`src/rtl/i2cw_pkg.sv`:
```
package i2cw_pkg;
  typedef enum logic [2:0] {
    ST_IDLE,
    ST_WAIT,   // waiting for a free bus
    ST_STA,    // SDA low, SCL high
    ST_STB,    // both low
    ST_SETUP,  // SCL low, data on SDA
    ST_HIGH,   // SCL released
    ST_STOA,   // both low before stop
    ST_STOB    // SCL released, SDA still low
  } i2cw_state_e;
endpackage

```
`src/rtl/i2cw_idle_mon.sv`:
```
module i2cw_idle_mon #(
  parameter int IW = 8
) (
  input  logic          clk_i,
  input  logic          rst_ni,
  input  logic          scl_i,
  input  logic          sda_i,
  input  logic [IW-1:0] idle_cyc_i,
  output logic          idle_o
);
  logic [IW-1:0] cnt_q;

  always_ff @(posedge clk_i or negedge rst_ni) begin
    if (!rst_ni)                 cnt_q <= '0;
    else if (!(scl_i && sda_i))  cnt_q <= '0;
    else if (cnt_q < idle_cyc_i) cnt_q <= cnt_q + 1'b1;
  end

  assign idle_o = scl_i && sda_i && (cnt_q >= idle_cyc_i);
endmodule

```
`src/rtl/i2cw_phase_timer.sv`:
```
module i2cw_phase_timer #(
  parameter int CW = 8
) (
  input  logic          clk_i,
  input  logic          rst_ni,
  input  logic          clear_i,
  input  logic [CW-1:0] len_i,
  output logic          last_o
);
  logic [CW-1:0] cnt_q;

  always_ff @(posedge clk_i or negedge rst_ni) begin
    if (!rst_ni)      cnt_q <= '0;
    else if (clear_i) cnt_q <= '0;
    else              cnt_q <= cnt_q + 1'b1;
  end

  // zero length acts as one
  assign last_o = ({1'b0, cnt_q} + 1'b1) >= {1'b0, len_i};
endmodule

```
`src/rtl/i2c_reg_writer.sv`:
```
module i2c_reg_writer
  import i2cw_pkg::*;
#(
  parameter int CW = 8,
  parameter int IW = 8
) (
  input  logic          clk_i,
  input  logic          rst_ni,
  input  logic          start_i,
  input  logic [6:0]    addr_i,
  input  logic          rnw_i,
  input  logic [7:0]    reg_i,
  input  logic [7:0]    data_i,
  input  logic [CW-1:0] setup_cyc_i,
  input  logic [CW-1:0] high_cyc_i,
  input  logic [IW-1:0] idle_cyc_i,
  input  logic          scl_i,
  input  logic          sda_i,
  output logic          scl_low_o,
  output logic          sda_low_o,
  output logic          busy_o,
  output logic          done_o
);
  localparam int         SLOT_BITS  = 9;
  localparam logic [3:0] LAST_BIT   = 4'(SLOT_BITS - 1);
  localparam logic [1:0] LAST_WRITE = 2'd2;
  localparam logic [1:0] LAST_READ  = 2'd1;

  i2cw_state_e          state_q;
  logic [SLOT_BITS-1:0] shreg_q;
  logic [3:0]           bit_q;
  logic [1:0]           byte_q;
  logic [7:0]           reg_q, data_q;
  logic                 rnw_q, done_q;
  logic                 idle_ok, last, timed, use_high, clear;
  logic [CW-1:0]        phase_len;
  logic [1:0]           final_byte;

  i2cw_idle_mon #(.IW(IW)) u_idle (
    .clk_i      (clk_i),
    .rst_ni     (rst_ni),
    .scl_i      (scl_i),
    .sda_i      (sda_i),
    .idle_cyc_i (idle_cyc_i),
    .idle_o     (idle_ok)
  );

  assign timed     = !(state_q inside {ST_IDLE, ST_WAIT});
  assign use_high  = state_q inside {ST_STA, ST_HIGH, ST_STOB};
  assign phase_len = use_high ? high_cyc_i : setup_cyc_i;
  assign clear     = !timed || last;

  i2cw_phase_timer #(.CW(CW)) u_timer (
    .clk_i   (clk_i),
    .rst_ni  (rst_ni),
    .clear_i (clear),
    .len_i   (phase_len),
    .last_o  (last)
  );

  assign final_byte = rnw_q ? LAST_READ : LAST_WRITE;

  always_ff @(posedge clk_i or negedge rst_ni) begin
    if (!rst_ni) begin
      state_q <= ST_IDLE;
      shreg_q <= '1;
      bit_q   <= '0;
      byte_q  <= '0;
      reg_q   <= '0;
      data_q  <= '0;
      rnw_q   <= 1'b0;
      done_q  <= 1'b0;
    end else begin
      done_q <= 1'b0;
      unique case (state_q)
        ST_IDLE: if (start_i) begin
          shreg_q <= {addr_i, rnw_i, 1'b1};
          reg_q   <= reg_i;
          data_q  <= data_i;
          rnw_q   <= rnw_i;
          bit_q   <= '0;
          byte_q  <= '0;
          state_q <= ST_WAIT;
        end
        ST_WAIT:  if (idle_ok) state_q <= ST_STA;
        ST_STA:   if (last) state_q <= ST_STB;
        ST_STB:   if (last) state_q <= ST_SETUP;
        ST_SETUP: if (last) state_q <= ST_HIGH;
        ST_HIGH: if (last) begin
          if (bit_q != LAST_BIT) begin
            bit_q   <= bit_q + 1'b1;
            shreg_q <= {shreg_q[SLOT_BITS-2:0], 1'b1};  // 1 = release, gives ack slot
            state_q <= ST_SETUP;
          end else if (byte_q == final_byte) begin
            state_q <= ST_STOA;
          end else begin
            bit_q   <= '0;
            byte_q  <= byte_q + 1'b1;
            shreg_q <= {(byte_q == 2'd0) ? reg_q : data_q, 1'b1};
            state_q <= ST_SETUP;
          end
        end
        ST_STOA:  if (last) state_q <= ST_STOB;
        ST_STOB: if (last) begin
          state_q <= ST_IDLE;
          done_q  <= 1'b1;
        end
        default:  state_q <= ST_IDLE;
      endcase
    end
  end

  assign scl_low_o = state_q inside {ST_STB, ST_SETUP, ST_STOA};
  assign sda_low_o = (state_q inside {ST_STA, ST_STB, ST_STOA, ST_STOB}) ||
                     ((state_q inside {ST_SETUP, ST_HIGH}) && !shreg_q[SLOT_BITS-1]);
  assign busy_o    = state_q != ST_IDLE;
  assign done_o    = done_q;
endmodule

```
`config.mk`:
```
export PLATFORM = sky130hd
export DESIGN_NAME = i2c_reg_writer
export DESIGN_NICKNAME = d
export VERILOG_FILES = /design/src/rtl/i2cw_pkg.sv /design/src/rtl/i2cw_idle_mon.sv /design/src/rtl/i2cw_phase_timer.sv /design/src/rtl/i2c_reg_writer.sv
export SDC_FILE = /design/constraint.sdc
export NUM_CORES = 1
export LEC_CHECK = 0
export CAP_MARGIN = 20
export CORE_ASPECT_RATIO = 1.2
export CORE_UTILIZATION = 49
export CTS_BUF_LIST = sky130_fd_sc_hd__clkbuf_2
export DETAILED_ROUTE_END_ITERATION = 10
export GPL_ROUTABILITY_DRIVEN = 0
export PLACE_DENSITY = 0.79
export SLEW_MARGIN = 10
export SYNTH_ARGS = -nofsm -noshare
export SYNTH_HDL_FRONTEND = slang
export SYNTH_SLANG_ARGS = --single-unit
export TNS_END_PERCENT = 5
```
`constraint.sdc`:
```
create_clock -name clk_i -period 2.8 [get_ports clk_i]
set_clock_uncertainty 0.2 [all_clocks]
set_input_delay 0.28 -clock clk_i [delete_from_list [all_inputs] [get_ports clk_i]]
set_output_delay 0.28 -clock clk_i [all_outputs]
set_load 0.005 [all_outputs]
```
* Word-level counts from Yosys, hierarchy flattened
Index checks and enable logic that the tools add are counted.
Operators by class: $add $sub $neg 5, magnitude comparators 3, eq/ne operators 21, multiplexer cells 34, reductions and logical operators 19
Operator list (count):
- $mux 8 | 5
- $mux 9 | 4
- $mux 3 | 8
- $pmux 3 s8 | 1
- $ne 2x2->1 const B | 11
- $pmux 9 s2 | 1
- $add 8x1->8 const B | 2
- $mux 4 | 4
- $mux 2 | 7
- $eq 3x3->1 const B | 4
- $add 8x1->9 const B | 1
- $ge 9x8->1 | 1
- $reduce_bool 3->1 | 3
- $ge 8x8->1 | 1
- $lt 8x8->1 | 1
- $pmux 4 s2 | 1
- $reduce_and 8->1 | 1
- $eq 3x2->1 const B | 2
- $reduce_bool 2->1 | 3
- $reduce_and 5->1 | 1
- $add 4x1->4 const B | 1
- $ne 4x4->1 const B | 1
- $pmux 2 s2 | 1
- $reduce_and 4->1 | 1
- other kinds (12) | 16
Storage, ports and cells: bits in registers 52, output and inout bits 4, logic and storage cells 92

* Logic depth before layout (Yosys ltp)
word-level depth 6, gate-level depth with buffers 11, depth with buffers taken out 11

* By module
From an unflattened synthesis, not the netlist that was laid out.
Second synthesis, totals: cells, all modules 308, area, all modules 3129.3 sq um
By module, submodules not included:
- i2c_reg_writer | times used 1, cells each 174, area an instance 1913.1 sq um, sequential area each 885.8 sq um
- i2cw_idle_mon | times used 1, cells each 77, area an instance 644.4 sq um, sequential area each 200.2 sq um
- i2cw_phase_timer | times used 1, cells each 57, area an instance 571.8 sq um, sequential area each 200.2 sq um

* Worst setup path before layout
OpenSTA, ideal clock, no wires.
kind register to register, start register state_q[0], end register shreg_q[1], arrival time 2.798 ns, path slack -0.280 ns, stages on the path, launching flop included 12, period minus slack after synthesis 3.080 ns, cell sequence dfrtp_1 > buf_2 > nor3b_1 > a21oi_2 > mux2i_1 > ha_1 > and3_1 > a221oi_2 > o21a_2 > a21oi_4 > o21ai_4 > mux2_2
On the way: longest elaborated chain between the ends 6, elaborated cells between the ends (all ways) 13
Ends and longest elaborated chain:
- from (decl) | RTL line i2c_reg_writer.sv:29 | i2cw_state_e state_q;
- from (signal assigned) | RTL line i2c_reg_writer.sv:65 | state_q <= ST_IDLE;
- from (signal assigned) | RTL line i2c_reg_writer.sv:83 | state_q <= ST_WAIT;
- from (signal assigned) | RTL line i2c_reg_writer.sv:85 | ST_WAIT: if (idle_ok) state_q <= ST_STA;
- $eq 3x2->1 (tied with other cells) | RTL line i2c_reg_writer.sv:49 | assign use_high = state_q inside {ST_STA, ST_HIGH, ST_STOB};
- $reduce_bool 3->1 | RTL line i2c_reg_writer.sv:49
- $mux 8 | RTL line i2c_reg_writer.sv:50 | assign phase_len = use_high ? high_cyc_i : setup_cyc_i;
- $ge 9x8->1 | RTL line i2cw_phase_timer.sv:19 | assign last_o = ({1'b0, cnt_q} + 1'b1) >= {1'b0, len_i};
- $ne 2x2->1 (no source line)
- $reduce_and 4->1 (no source line)
- to (signal assigned) | RTL line i2c_reg_writer.sv:77 | shreg_q <= {addr_i, rnw_i, 1'b1};
- to (signal assigned) | RTL line i2c_reg_writer.sv:92 | shreg_q <= {shreg_q[SLOT_BITS-2:0], 1'b1};
- to (signal assigned) | RTL line i2c_reg_writer.sv:99 | shreg_q <= {(byte_q == 2'd0) ? reg_q : data_q, 1'b1};
- to (decl) | RTL line i2c_reg_writer.sv:30 | logic [SLOT_BITS-1:0] shreg_q;
Several ways; a longest one is shown, not always the timed one. A chain may end at the register's enable or synchronous reset.

* Worst setup path after layout
start register state_q[0], end register shreg_q[7]
The elaborated chain is that of the path after synthesis.

==> metrics <==
Yosys cell types=46; Mapped Nets=between 400 and 500; yosys warns=0; Min Hold Slack=between 0.05 and 0.06 ns; Worst path top cell family by delay=compound AO/OA/AOI/OAI gates; Starting Density=roughly half; final number of setup-violating endpoints=26; Tot Pwr=just over 0.003 W; CP Depth=12; critical path peak fanout=8; setup repair after global routing missed its margin=yes; Hold WC Path Type=input pin to asynchronous set/reset pin; vias in the first global route=between 2000 and 3000; status=finished, violations left; setup TNS=-3.29 ns; DR iter-0 viols=between 100 and 150; Syn Std Cell Area=between 0.003 and 0.004 mm^2; Area Overhead vs Synth=34.5%; final hold vios=0; largest net degree at the start of global routing=34; grt total ovfl=0; DP Wirelength=approximately 5.0 mm; minimum clock period=slightly above 3 ns; Row Count=31; clock slew at reported path FFs=between 0.2 and 0.3 ns; CTS Buffer Depth=2; Final Slew Violations=0; IO buf count=between 50 and 60; # DRC=0; n_diodes=0; Critical Path Max Stage Delay=around 0.50 ns; leakage power total=about 1.9 nW; worst ir drop on vdd=0.551 mV; Avg Cell Area, Syn=roughly 9.0 um^2; DR vias/cell=around 5.2; CTS tree=yes; CTS root buffer=clkbuf_2; startpoint types=register; Overall Global Routing Usage=between 20% and 30%; clock insertion delay at the later pin of the skew report=0.46 ns; Critical Path RT=~3.0 ns; crit-path cells=nor3b_4 -> a21oi_4 -> buf_12 -> mux2i_1 -> ha_1 -> and3_4 -> a221oi_2 -> o21a_2 -> a21oi_4 -> o21ai_4 -> buf_12 -> mux2_4; H-tree levels=2; full die area=around 0.0065 mm^2; R2R depth=12; top-level I/O count=between 50 and 60; routed wire length=a little under 7 mm; ys flop type=dfrtp_1; max-cap check violation count=0; worst slew pin tran=about 0.57 ns; Buf+Inv Stages, Crit Path=2; CP endpoint kind=register; sequential share of the synthesized area=between 40% and 50%; core area=~0.006 mm^2; failing checks=setup timing; layout cells sized above 1=about 18%; Max Fclk=329 MHz; slowest cell on the critical path=dfrtp_2; register bit total from synthesis=51; Chip Height=just under 90 um; fin nets=between 400 and 500; initial antenna violation count=0; DR vias=2643; Synth async-reset ratio=between 90% and 100%; fin crit share=108%; DRT Pass-1 Iters=4; WP data arrival=3.24 ns; Worst Setup Path Type=register to register; routed len/inst=between 10 and 15 um; post-route ant nets=0; total CTS buffers=5; max_slew headroom=about three fifths; cell count after synthesis=about 340; PnR worst setup slack=-0.238 ns; TritonCTS Sinks=51; first-pass GRT wire length=approximately 11 mm; Pwr Density=around 760 mW/mm^2; Post-synth EDFFs=0; Chip Width=approximately 74 um
==> final cells by class <==
cell class	instances	area, um^2
Clock inverter	3	20.0
Multi-Input combinational cell	264	1770
Fill cell	480	1920
Timing Repair Buffer	87	837
Sequential cell	51	1290
Tap cell	82	103
Clock buffer	5	25.0
Inverter	15	56.3
==> logic make-up (layout without fill, tap and decap cells) <==
| logic type | after synthesis | in the layout | share of synthesized area, % |
|---|---|---|---|
| AOI/OAI and AO/OA | 55 | 55 | 11.8 |
| and+or+nand+nor | 150 | 150 | 22.0 |
| buffers and inverters | 23 | 110 | 3.00 |
| adders and majority gates | 21 | 21 | 8.63 |
| DFF | 51 | 51 | 42.2 |
| xor gates and xnor gates | 14 | 14 | 4.03 |
| muxes | 24 | 24 | 8.26 |
==> where the power goes <==
part / total [W] / switching (W) / internal, W
sequential: 0.00120 / 0.000177 / 0.00102
combinational: 0.00160 / 0.000743 / 0.000857
clock: 0.000299 / 0.000240 / 0.0000589
total: 0.00310 / 0.00116 / 0.00194
==> cells in the final DEF (no fill, tap or decap), types with 5 or more instances in the layout <==
master           count
mux2i_1             15
ha_1                20
dfstp_2              8
mux2_4               9
clkdlybuf4s50_1     55
inv_1               15
nand3_1             11
a21oi_1             16
nor2_1              26
nor2b_1              8
o21ai_0             16
buf_4               26
xnor2_1             10
dfrtp_1             42
nand2_1             76
clkbuf_2             5
==> per-layer routing <==
metal / share of wire (%) / track usage (%) / vias to the layer above
met2: 55 / 39.5 / 49
met5: 0 / 0 / -
met4: 1.1 / 6.64 / 0
met1: 42 / 24.1 / 1263
met3: 2.5 / 3.53 / 8
li1: - / - / 1323
==> Yosys cell counts (all sizes together) (8+ instances only) <==
cell type,n,area [um^2]
dfrtp,43,1080
inv,15,56.3
dfstp,8,210
nand2,78,295
mux2i,15,150
nor2,27,104
mux2,9,101
nand3,12,60.1
ha,21,263
xnor2,12,105
a21oi,19,110
o21ai,20,111
nor2b,8,50.1
==> flip-flops by register name, summed over array words and instances (netlist names) <==
name	cells
bit_q	4
byte_q	2
data_q	8
done_o	1
reg_q	8
rnw_q	1
shreg_q	8
state_q	3
u_idle.cnt_q	8
u_timer.cnt_q	8
==> per-stage QoR <==
stage | utilization, % | setup slack (ns) | instance area (um^2) | std cells
after floorplan | - | -0.119 | 3060 | 338
after detailed placement | 64.2 | -0.263 | 3860 | 492
final | 68.1 | -0.238 | 4100 | 507
after CTS | 65.9 | -0.231 | 3960 | 504
after global routing | 68.1 | -0.333 | 4100 | 507
after global placement | 64.2 | -0.163 | 3860 | 492
==> worst register-to-register path: stages (launching register included) <==
cell and delay, ns:
dfrtp_2 0.50, nor3b_4 0.25, a21oi_4 0.05, buf_12 0.14, mux2i_1 0.12, ha_1 0.31, and3_4 0.19, a221oi_2 0.28
o21a_2 0.21, a21oi_4 0.07, o21ai_4 0.21, buf_12 0.15, mux2_4 0.30
==> repair_timing <==
| action | CTS | global route |
|---|---|---|
| pin swaps | 1 | 8 |
| resized for setup | 3 | 22 |
| hold endpoints to repair | 18 | 0 |
| hold buffers | 1 | 0 |
| buffers inserted | 3 | 2 |
| cloned | 0 | 1 |
| endpoints found under the setup margin | 26 | 26 |
==> worst paths after layout <==
check,start,to,slack (ns)
max,state_q[0],shreg_q[7],-0.24
min,rst_ni,bit_q[3],0.06
max reg2reg,state_q[0],shreg_q[7],-0.24
min reg2reg,reg_q[7],reg_q[7],0.31
max in group asynchronous,rst_ni,shreg_q[4],1.54
min in group clk_i,reg_i[4],reg_q[4],0.11
Note: power is estimated with default switching activity, not from simulation.
